==> src/rtl/mbx_seq_pkg.sv <==
package mbx_seq_pkg;

    localparam int WORD_W  = 24;
    localparam int BYTE_W  = 8;
    localparam int IDX_W   = 4;

    localparam logic [7:0] OPC_WRITE = 8'h02;
    localparam logic [7:0] OPC_READ  = 8'h03;
    localparam logic [7:0] REG_CMD   = 8'h03;
    localparam logic [7:0] REG_STAT  = 8'h01;
    localparam logic [7:0] REG_DATA  = 8'h06;

    localparam logic [IDX_W-1:0] LEN_CMD  = 4'd11;
    localparam logic [IDX_W-1:0] LEN_STAT = 4'd3;
    localparam logic [IDX_W-1:0] LEN_DATA = 4'd8;

    typedef enum logic [1:0] {
        XF_CMD,
        XF_STAT,
        XF_BWR,
        XF_BRD
    } xfer_e;

    typedef enum logic [2:0] {
        ST_IDLE,
        ST_SELECT,
        ST_SHIFT,
        ST_SPACE,
        ST_DELAY
    } seq_state_e;

    function automatic logic [IDX_W-1:0] xfer_len(xfer_e x);
        logic [IDX_W-1:0] n;
        unique case (x)
            XF_CMD:  n = LEN_CMD;
            XF_STAT: n = LEN_STAT;
            default: n = LEN_DATA;
        endcase
        return n;
    endfunction

    function automatic logic [7:0] xfer_byte(xfer_e x, logic [IDX_W-1:0] idx,
                                             logic [3*WORD_W-1:0] cblk,
                                             logic [2*WORD_W-1:0] bblk);
        logic [7:0] b;
        int k;
        k = int'(idx) - 2;
        b = 8'h00;
        if (idx == '0)
            b = (x == XF_CMD || x == XF_BWR) ? OPC_WRITE : OPC_READ;
        else if (idx == 4'd1)
            b = (x == XF_CMD) ? REG_CMD : (x == XF_STAT) ? REG_STAT : REG_DATA;
        else if (x == XF_CMD && k >= 0 && k < 9)
            b = cblk[8*(8-k) +: 8];
        else if (x == XF_BWR && k >= 0 && k < 6)
            b = bblk[8*(5-k) +: 8];
        return b;
    endfunction

endpackage

==> src/rtl/mbx_sck_tick.sv <==
module mbx_sck_tick #(
    parameter int HALF = 2
) (
    input  logic clk,
    input  logic rst_n,
    input  logic en,
    output logic tick
);
    localparam int W = (HALF > 1) ? $clog2(HALF) : 1;
    localparam logic [W-1:0] LAST = W'(HALF - 1);

    logic [W-1:0] cnt;

    always_ff @(posedge clk or negedge rst_n) begin
        if (!rst_n)
            cnt <= '0;
        else if (!en || cnt == LAST)
            cnt <= '0;
        else
            cnt <= cnt + 1'b1;
    end

    assign tick = en && (cnt == LAST);
endmodule

==> src/rtl/mbx_byte_shift.sv <==
module mbx_byte_shift #(
    parameter int BITS = 8
) (
    input  logic            clk,
    input  logic            rst_n,
    input  logic            tick,
    input  logic            load,
    input  logic [BITS-1:0] tx_byte,
    input  logic            miso,
    output logic            sck,
    output logic            mosi,
    output logic            done_p,
    output logic [BITS-1:0] rx_byte
);
    localparam int EW = $clog2(2*BITS);
    localparam logic [EW-1:0] LAST_EDGE = EW'(2*BITS - 1);

    logic [BITS-1:0] txs;
    logic [EW-1:0]   edges;
    logic            active;

    always_ff @(posedge clk or negedge rst_n) begin
        if (!rst_n) begin
            txs     <= '0;
            rx_byte <= '0;
            edges   <= '0;
            active  <= 1'b0;
            sck     <= 1'b0;
            mosi    <= 1'b0;
            done_p  <= 1'b0;
        end else if (load) begin
            txs    <= tx_byte;
            mosi   <= tx_byte[BITS-1];
            sck    <= 1'b0;
            edges  <= '0;
            active <= 1'b1;
            done_p <= 1'b0;
        end else begin
            done_p <= 1'b0;
            if (active && tick) begin
                edges <= edges + 1'b1;
                if (!sck) begin
                    sck     <= 1'b1;
                    rx_byte <= {rx_byte[BITS-2:0], miso};
                end else begin
                    sck <= 1'b0;
                    if (edges == LAST_EDGE) begin
                        active <= 1'b0;
                        done_p <= 1'b1;
                    end else begin
                        mosi <= txs[BITS-2];
                        txs  <= {txs[BITS-2:0], 1'b0};
                    end
                end
            end
        end
    end

    // data line never moves at a rising clock edge
    a_r2_mosi_stable: assert property (@(posedge clk) disable iff (!rst_n)
        $rose(sck) |-> $stable(mosi));
endmodule

==> src/rtl/mbx_cmd_seq.sv <==
module mbx_cmd_seq
    import mbx_seq_pkg::*;
#(
    parameter int CLK_HZ   = 100_000_000,
    parameter int DELAY_US = 1000,
    parameter int SCK_DIV  = 4,
    parameter int POLL_MAX = 64
) (
    input  logic        clk,
    input  logic        rst_n,
    input  logic        start,
    input  logic        wait_fixed,
    input  logic        burst_en,
    input  logic        burst_rd,
    input  logic [23:0] cmd_word,
    input  logic [23:0] data_a,
    input  logic [23:0] data_b,
    input  logic [23:0] burst_a,
    input  logic [23:0] burst_b,
    input  logic        miso,
    output logic        sck,
    output logic        mosi,
    output logic        ss_n,
    output logic        busy,
    output logic        done,
    output logic        err,
    output logic [47:0] rd_data
);
    localparam int DELAY_RAW = (CLK_HZ / 1_000_000) * DELAY_US;
    localparam int DELAY_CYC = (DELAY_RAW > 0) ? DELAY_RAW : 1;
    localparam int GAP_CYC   = 4 * SCK_DIV;
    localparam int CNT_MAX   = (DELAY_CYC > GAP_CYC) ? DELAY_CYC : GAP_CYC;
    localparam int CNT_W     = $clog2(CNT_MAX + 1);
    localparam int PW        = (POLL_MAX > 1) ? $clog2(POLL_MAX) : 1;
    localparam logic [CNT_W-1:0] GAP_END   = CNT_W'(GAP_CYC - 1);
    localparam logic [CNT_W-1:0] DELAY_END = CNT_W'(DELAY_CYC - 1);
    localparam logic [PW-1:0]    POLL_END  = PW'(POLL_MAX - 1);

    seq_state_e state, state_d;
    xfer_e      xfer, xfer_d;
    logic       stage, stage_d;
    logic [PW-1:0] polls, polls_d;
    logic       fin, err_set, accept;

    logic [3*WORD_W-1:0] cmd_blk;
    logic [2*WORD_W-1:0] bw_blk;
    logic       fixed_q, ben_q, brd_q;
    logic [IDX_W-1:0] idx, nidx;
    logic [CNT_W-1:0] cnt;
    logic       stat_bit;

    logic       tick, load, sh_done, last_byte;
    logic [7:0] sh_rx, tx_byte;

    mbx_sck_tick #(.HALF(SCK_DIV)) u_tick (
        .clk  (clk),
        .rst_n(rst_n),
        .en   (state == ST_SELECT || state == ST_SHIFT),
        .tick (tick)
    );

    mbx_byte_shift #(.BITS(BYTE_W)) u_shift (
        .clk    (clk),
        .rst_n  (rst_n),
        .tick   (tick),
        .load   (load),
        .tx_byte(tx_byte),
        .miso   (miso),
        .sck    (sck),
        .mosi   (mosi),
        .done_p (sh_done),
        .rx_byte(sh_rx)
    );

    assign last_byte = (idx == xfer_len(xfer) - 1'b1);
    assign nidx      = (state == ST_SELECT) ? '0 : idx + 1'b1;
    assign tx_byte   = xfer_byte(xfer, nidx, cmd_blk, bw_blk);
    assign load      = (state == ST_SELECT && tick) ||
                       (state == ST_SHIFT && sh_done && !last_byte);

    // next-state and transition decisions
    always_comb begin
        state_d = state;
        xfer_d  = xfer;
        stage_d = stage;
        polls_d = polls;
        fin     = 1'b0;
        err_set = 1'b0;
        accept  = 1'b0;
        unique case (state)
            ST_IDLE: if (start) begin
                state_d = ST_SELECT;
                xfer_d  = XF_CMD;
                stage_d = 1'b0;
            end
            ST_SELECT: if (tick) state_d = ST_SHIFT;
            ST_SHIFT:  if (sh_done && last_byte) state_d = ST_SPACE;
            ST_SPACE: if (cnt == GAP_END) begin
                unique case (xfer)
                    XF_CMD, XF_BWR: begin
                        stage_d = (xfer == XF_BWR);
                        polls_d = '0;
                        if (fixed_q) state_d = ST_DELAY;
                        else begin
                            xfer_d  = XF_STAT;
                            state_d = ST_SELECT;
                        end
                    end
                    XF_STAT: begin
                        if (!stat_bit) accept = 1'b1;
                        else if (polls == POLL_END) begin
                            err_set = 1'b1;
                            fin     = 1'b1;
                        end else begin
                            polls_d = polls + 1'b1;
                            state_d = ST_SELECT;
                        end
                    end
                    default: fin = 1'b1;
                endcase
            end
            ST_DELAY: if (cnt == DELAY_END) accept = 1'b1;
            default: state_d = ST_IDLE;
        endcase
        if (accept) begin
            if (!stage && ben_q) begin
                xfer_d  = brd_q ? XF_BRD : XF_BWR;
                state_d = ST_SELECT;
            end else begin
                fin = 1'b1;
            end
        end
        if (fin) state_d = ST_IDLE;
    end

    // state register
    always_ff @(posedge clk or negedge rst_n) begin
        if (!rst_n) state <= ST_IDLE;
        else        state <= state_d;
    end

    // datapath
    always_ff @(posedge clk or negedge rst_n) begin
        if (!rst_n) begin
            xfer     <= XF_CMD;
            stage    <= 1'b0;
            polls    <= '0;
            cmd_blk  <= '0;
            bw_blk   <= '0;
            fixed_q  <= 1'b0;
            ben_q    <= 1'b0;
            brd_q    <= 1'b0;
            idx      <= '0;
            cnt      <= '0;
            stat_bit <= 1'b0;
            rd_data  <= '0;
        end else begin
            xfer  <= xfer_d;
            stage <= stage_d;
            polls <= polls_d;
            if (state == ST_IDLE && start) begin
                cmd_blk <= {cmd_word, data_a, data_b};
                bw_blk  <= {burst_a, burst_b};
                fixed_q <= wait_fixed;
                ben_q   <= burst_en;
                brd_q   <= burst_rd;
            end
            if (load) idx <= nidx;
            if (state_d != state || !(state == ST_SPACE || state == ST_DELAY))
                cnt <= '0;
            else
                cnt <= cnt + 1'b1;
            if (state == ST_SHIFT && sh_done && xfer == XF_STAT && idx == 4'd2)
                stat_bit <= sh_rx[0];
            if (state == ST_SHIFT && sh_done && xfer == XF_BRD && idx >= 4'd2)
                rd_data <= {rd_data[39:0], sh_rx};
        end
    end

    // registered outputs
    always_ff @(posedge clk or negedge rst_n) begin
        if (!rst_n) begin
            ss_n <= 1'b1;
            busy <= 1'b0;
            done <= 1'b0;
            err  <= 1'b0;
        end else begin
            ss_n <= !(state_d == ST_SELECT || state_d == ST_SHIFT);
            busy <= (state_d != ST_IDLE);
            done <= fin;
            if (state == ST_IDLE && start) err <= 1'b0;
            else if (err_set)              err <= 1'b1;
        end
    end

    // spacing monitor for the select-high assertion
    logic [CNT_W-1:0] hi_cnt;
    logic             hi_seen;
    always_ff @(posedge clk or negedge rst_n) begin
        if (!rst_n) begin
            hi_cnt  <= '0;
            hi_seen <= 1'b0;
        end else begin
            if (!ss_n)                           hi_cnt <= '0;
            else if (hi_cnt < CNT_W'(GAP_CYC))   hi_cnt <= hi_cnt + 1'b1;
            if (!busy)      hi_seen <= 1'b0;
            else if (!ss_n) hi_seen <= 1'b1;
        end
    end

    a_r7_select_spacing: assert property (@(posedge clk) disable iff (!rst_n)
        ($fell(ss_n) && hi_seen) |-> (hi_cnt >= CNT_W'(GAP_CYC)));
    a_r1_sck_idle_low: assert property (@(posedge clk) disable iff (!rst_n)
        ss_n |-> !sck);
    a_r9_done_not_busy: assert property (@(posedge clk) disable iff (!rst_n)
        done |-> !busy);
    a_r9_done_single: assert property (@(posedge clk) disable iff (!rst_n)
        done |=> !done);
    a_r9_select_in_op: assert property (@(posedge clk) disable iff (!rst_n)
        !ss_n |-> busy);
    a_r8_err_with_done: assert property (@(posedge clk) disable iff (!rst_n)
        $rose(err) |-> done);
endmodule

==> config.mk <==
export PLATFORM = sky130hd
export DESIGN_NAME = mbx_cmd_seq
export DESIGN_NICKNAME = d
export VERILOG_FILES = /design/src/rtl/mbx_seq_pkg.sv /design/src/rtl/mbx_sck_tick.sv /design/src/rtl/mbx_byte_shift.sv /design/src/rtl/mbx_cmd_seq.sv
export SDC_FILE = /design/constraint.sdc
export NUM_CORES = 1
export LEC_CHECK = 0
export BUFFER_PORTS_ARGS = -buffer_cell sky130_fd_sc_hd__buf_2
export CORE_UTILIZATION = 45
export DETAILED_ROUTE_END_ITERATION = 10
export HOLD_SLACK_MARGIN = 0.1
export PLACE_DENSITY = 0.62
export SYNTH_ARGS = -nofsm -noshare
export SYNTH_HDL_FRONTEND = slang
export SYNTH_SLANG_ARGS = --single-unit
==> constraint.sdc <==
create_clock -name clk -period 7.3 [get_ports clk]
set_input_delay 0.73 -clock clk [delete_from_list [all_inputs] [get_ports clk]]
set_output_delay 0.73 -clock clk [all_outputs]
set_load 0.02 [all_outputs]
Yosys cells after proc, flatten, opt, wreduce, memory -nomap -nowiden
Cells that the tools add are included.
{"block": "totals", "output_inout_bits": 54, "wordCells": 186, "input_bits": 127, "register_bits": 234}
{"block": "op_classes", "order_cmp": 4, "eq_ne": 24, "n_addsub": 9, "n_reduce_logical": 44, "n_shift": 2, "n_mux": 76, "bitwise_logic": 2}
{"op": "indexed part select 72 x 9 -> 8 bit", "count": 1}
{"op": "indexed part select 48 x 9 -> 8 bit", "count": 1}
{"op": "two-way mux 3 bit", "count": 12}
{"op": "two-way mux 1 bit", "count": 35}
{"op": "two-way mux 8 bit", "count": 4}
{"op": "two-way mux 7 bit", "count": 4}
{"op": "adder 17 x 1 -> 17 bit, second input constant", "count": 1}
{"op": "== test 17 bit, second input constant", "count": 1}
{"op": "== test 17 x 4 -> 1 bit, second input constant", "count": 1}
{"op": "two-way mux 17 bit", "count": 1}
{"op": "logical AND 1 bit", "count": 16}
{"op": "one-hot mux 3 bit (5 select lines)", "count": 1}
{"op": "two-way mux 2 bit", "count": 7}
{"op": "two-way mux 4 bit", "count": 3}
{"op": "two-way mux 6 bit", "count": 2}
{"op": "one-hot mux 6 bit (2 select lines)", "count": 1}
{"op": "nonzero test 2 bit", "count": 6}
{"op": "inequality test 2 bit, second input constant", "count": 5}
{"op": "== test 3 x 2 -> 1 bit, second input constant", "count": 3}
{"op": "AND reduction 3 bit", "count": 3}
{"op": "adder 4 x 1 -> 4 bit, second input constant", "count": 2}
{"op": "one-hot mux 4 bit (2 select lines)", "count": 1}
{"op": "logical OR 1 bit", "count": 7}
{"op": "adder 6 x 1 -> 6 bit, second input constant", "count": 1}
{"op": "32 further kinds", "count": 42}

Longest topological paths before layout
{"block": "logic_depth", "word_depth": 13, "ltp_mapped": 15}

Modules after synthesis
A second synthesis with hierarchy kept.
{"block": "hier_totals", "hier_cells": 1127, "hier_area_um2": 11129.4}
{"module": "mbx_cmd_seq", "n_inst": 1, "area_each_um2": 9962.1, "cells_each": 1038, "seq_area_each_um2": 5231.3}
{"module": "mbx_byte_shift", "n_inst": 1, "area_each_um2": 1076.0, "cells_each": 83, "seq_area_each_um2": 575.6}
{"module": "mbx_sck_tick", "n_inst": 1, "area_each_um2": 91.3, "cells_each": 6, "seq_area_each_um2": 50.0}

Least setup slack after synthesis
OpenSTA, ideal clock, no wires.
{"block": "synth_timing", "path_kind": "reg-to-reg", "from": "register idx[0]", "to": "register u_shift.txs[0]", "slack_ns": 3.526, "path_buffers": 3, "path_stages_with_launch": 14, "period_less_slack_ns": 3.774, "arrival_ns": 3.692, "cell_sequence": "dfrtp_1 > inv_1 > clkbuf_1 > clkbuf_1 > ha_1 > nor2_1 > ha_1 > xnor2_4 > buf_6 > mux2i_1 > mux4_2 > nor3_1 > o211ai_1 > a31oi_1"}
{"block": "synth_between", "elab_chain_len": 11, "word_cells_on_any_way": 29, "cone_classes": "add/sub (4); order compare (3); eq/ne (3); shift (2); mux (6); reduce/logical (11)"}
{"item": "from (decl)", "line": "mbx_cmd_seq.sv:48", "text": "logic [IDX_W-1:0] idx, nidx;"}
{"item": "from (signal assigned)", "line": "mbx_cmd_seq.sv:168", "text": "if (load) idx <= nidx;"}
{"item": "adder 4 x 1 -> 4 bit *", "line": "mbx_cmd_seq.sv:76", "text": "assign nidx = (state == ST_SELECT) ? '0 : idx + 1'b1;"}
{"item": "two-way mux 4 bit *", "line": "mbx_cmd_seq.sv:76"}
{"item": "named net nidx[1]", "line": "mbx_cmd_seq.sv:48"}
{"item": "branches (longest 7 deep; another with subtractor 4 x 5 -> 6 bit)"}
{"item": "two-way mux 8 bit *", "line": "mbx_seq_pkg.sv:49", "text": "if (idx == '0)"}
{"item": "two-way mux 7 bit *", "line": "mbx_byte_shift.sv:31", "text": "end else if (load) begin"}
{"item": "to (signal assigned)", "line": "mbx_byte_shift.sv:32", "text": "txs <= tx_byte;"}
{"item": "to (signal assigned)", "line": "mbx_byte_shift.sv:52", "text": "txs <= {txs[BITS-2:0], 1'b0};"}
{"item": "to (decl)", "line": "mbx_byte_shift.sv:18", "text": "logic [BITS-1:0] txs;"}
Mark *: on every way through the listed nets, which the timed path passes.
A chain may end at the register's enable or synchronous reset.

Worst setup path after layout
Ends and elaborated chain as after synthesis.

==> results.tsv <==
metric	value	unit
arrival	5.08	ns
setup_violations	0	
cp_max_fo	36	
netlist_area	0.01141	mm²
io_pins	181	
hold_viol	0	
p_per_area	208.2	mW/mm²
numPortBuffers	180	
cp_common_cell	ha_1	
die-area	0.02601	mm²
num_vias	8921	
place_worst_setup_slack	2.727	ns
synth.distinct_cells	86	
num-nets-final	1478	
netSwitchingPower	0.5957	mW
gp_congestion	0.8808	
power	2.778	mW
period_share	63.52	%
ir_worst_vdd	0.1343	mV
required	7.75	ns
die_h	161.3	µm
synth_top_cell_by_area	dfrtp_1	
routed_wirelength	27900	µm
ant_nets	0	
cts_resized	0	
synth_top_flop_cell	dfrtp_1	
async_flop_share	100.0	%
end_kind	flop	
syn_to_final_growth	16.89	%
slowest_stage	inv_1	
use_met2	34.17	%
antenna_cells	0	
path_class	reg -> reg	
hold_ws	0.3194	ns
synth_top_cells_by_area	dfrtp_1 (51%), nand2_1 (14%), mux2_2 (6.3%), mux2i_1 (2.5%), o21ai_0 (2.0%)	
finalMaxSlewViolations	0	
rsz0062_at_grt	false	
dr.pass1.iters	5	
grt_use_total	21.74	%
met3_usage	3.056	%
cap_viol_max_count	0	
htree_levels	1	
fin_skew	0.01205	ns
intPower	2.182	mW
ys_seq_area_share	51.31	%
cp-start-kind	flop	
die_x	161.3	µm
postCtsSetupBuffers	0	
grt_pass1_vias	8779	
clk_latency	0.52	ns
cts_root_buf	clkbuf_16	
final_util	54.23	%
clkPwrFrac	47.1	%
wl_per_cell	16.62	µm
cts_hold_repair.buffers	0	
rows	57	
antenna_found_initial	0	
synth_top_area_share	51.08	%
initialDrtViolationCount	741	
worstMarginPinSlew	0.9892	ns
setup_ws	2.663	ns
slowest_delay	0.76	ns
power.leakage	6.670	nW
p_sw_share	21.45	%
avgSynthCellArea	9.592	µm²
vias_per_cell	5.313	
max_freq	0.2157	GHz
start_util	46.39	%
yosys_warnings	0	
drive_above_1_share	23.91	%
grt_start_max_net_pins	132	
p_comb_share	3.9	%
grt_busiest_layer	met2	
core	0.02460	mm²
min_path_type	in -> async	
crit_path_cell_trace	buf_4 > inv_1 > ha_1 > nor2_1 > ha_1 > xnor2_4 > mux2i_1 > mux4_2 > nor3_1 > o211ai_1 > a31oi_1	
cts_sinks	234	
outcome	complete, no violations	
dp_hpwl	19490	µm
final.min_clock_period	4.637	ns
final.setup.tns	0	ns
syn_inst	1190	
clkTransAtPathRegs	0.06	ns
synth-edff-count	0	
cts_tree	built	
cts_buffers	25	
seq_power_share	49.0	%
ys_seq_elements	234	
clock_path_buffers	3	
slew_headroom	34.05	%
drcViolationCount	0	
use_met1	31.01	%
synth_nets	1328	
grt.overflow.total	0	
grt_pass1_wl	45560	µm
==> cell families after synthesis <==
kind of cell             after synthesis  synth area share (%)
AO/OA/AOI/OAI                        167                 10.40
XOR/XNOR                              27                 2.236
adder cells (fa/ha/maj)               11                 1.206
buffers and inverters                 82                 3.310
flip-flops                           234                 51.31
multiplexers                          99                 10.04
AND/OR/NAND/NOR                      570                 21.50
==> metal layers <==
layer	share of wire, %	routed length (µm)
met5	0	0
met4	3.2	880
met3	5.4	1495
met2	45	12420
met1	47	13110
==> per-stage QoR <==
stage | cell area, µm² | std cells
finish | 13340 | 1679
global route | 13340 | 1679
floorplan | 11410 | 1190
detailed placement | 12500 | 1637
CTS | 13340 | 1679
global placement | 12500 | 1637
==> cell usage after synthesis (all sizes together) (4+ instances only) <==
cell type and instances:
dfrtp 233, mux2 64, mux4 6, o22ai 8, or3 5, nand2 421
xnor2 13, clkbuf 35, o31ai 7, and3 10, xor2 14, nor3 14
nand4 5, a311oi 4, a211oi 13, a2bb2oi 4, nand3b 6, o21ai 48
nor4 7, buf 32, o211ai 6, a21oi 26, a21boi 11, and4 4
nand3 28, mux2i 29, ha 11, inv 15, nor2 50
==> state kept, by name (all words and copies together), names as in the netlist, 2 cells and up <==
register and cells:
cmd_blk 72, bw_blk 48, rd_data 48, cnt 17, u_shift.rx_byte 8, u_shift.txs 7
polls 6, idx 4, u_shift.edges 4, state 3, u_tick.cnt 2, xfer 2
==> power groups by stage <==
stage	sequential [mW]	clock, mW	combinational (mW)
2_1_floorplan	1.37	0	0.0406
3_3_place_gp	1.38	0	0.109
3_5_place_dp	1.38	0	0.112
4_1_cts	1.36	1.33	0.112
5_1_grt	1.36	1.38	0.127
6_report	1.36	1.31	0.109
==> layout by cell type, fill, tap and decap left out, drive strengths merged, types with 8 or more instances in the layout <==
master	n
nand2	421
inv	15
ha	11
dfrtp	233
mux2i	29
o22ai	8
mux2	64
a21oi	26
buf	190
o21ai	48
nor3	14
clkbuf	35
xnor2	13
and3	10
nand3	28
nor2	50
a21boi	11
xor2	14
a211oi	13
==> worst paths after layout <==
kind	startpoint	to	slack (ns)	depth (start not counted)
min	rst_n	cnt[10]	0.32	1
max reg2reg	idx[0]	u_shift.txs[0]	2.66	11
min reg2reg	cnt[0]	cnt[0]	0.45	1
max in group asynchronous	rst_n	cmd_blk[51]	5.65	2
max	idx[0]	u_shift.txs[0]	2.66	11
min in group clk	data_a[5]	cmd_blk[29]	0.40	3
==> layout make-up <==
class,count,area [µm²]
Clock inverter,7,110.1
Clock buffer,35,733.2
Multi-Input combinational cell,874,5192
Sequential cell,234,5857
Fill cell,2279,11260
Tap cell,324,405.4
Inverter,15,58.81
Timing Repair Buffer,190,985.9
==> worst max-delay path, delay by kind of cell (launching register included) <==
| kind | cells | cell delay (ns) |
|---|---|---|
| AOI/OAI and AO/OA | 2 | 0.29 |
| xor gates and xnor gates | 1 | 0.60 |
| adders and majority gates | 2 | 0.88 |
| buffers and inverters | 2 | 1.01 |
| DFF | 1 | 0.37 |
| muxes | 2 | 0.72 |
| and+or+nand+nor | 2 | 0.69 |
Power figures use the tool's default switching activity.
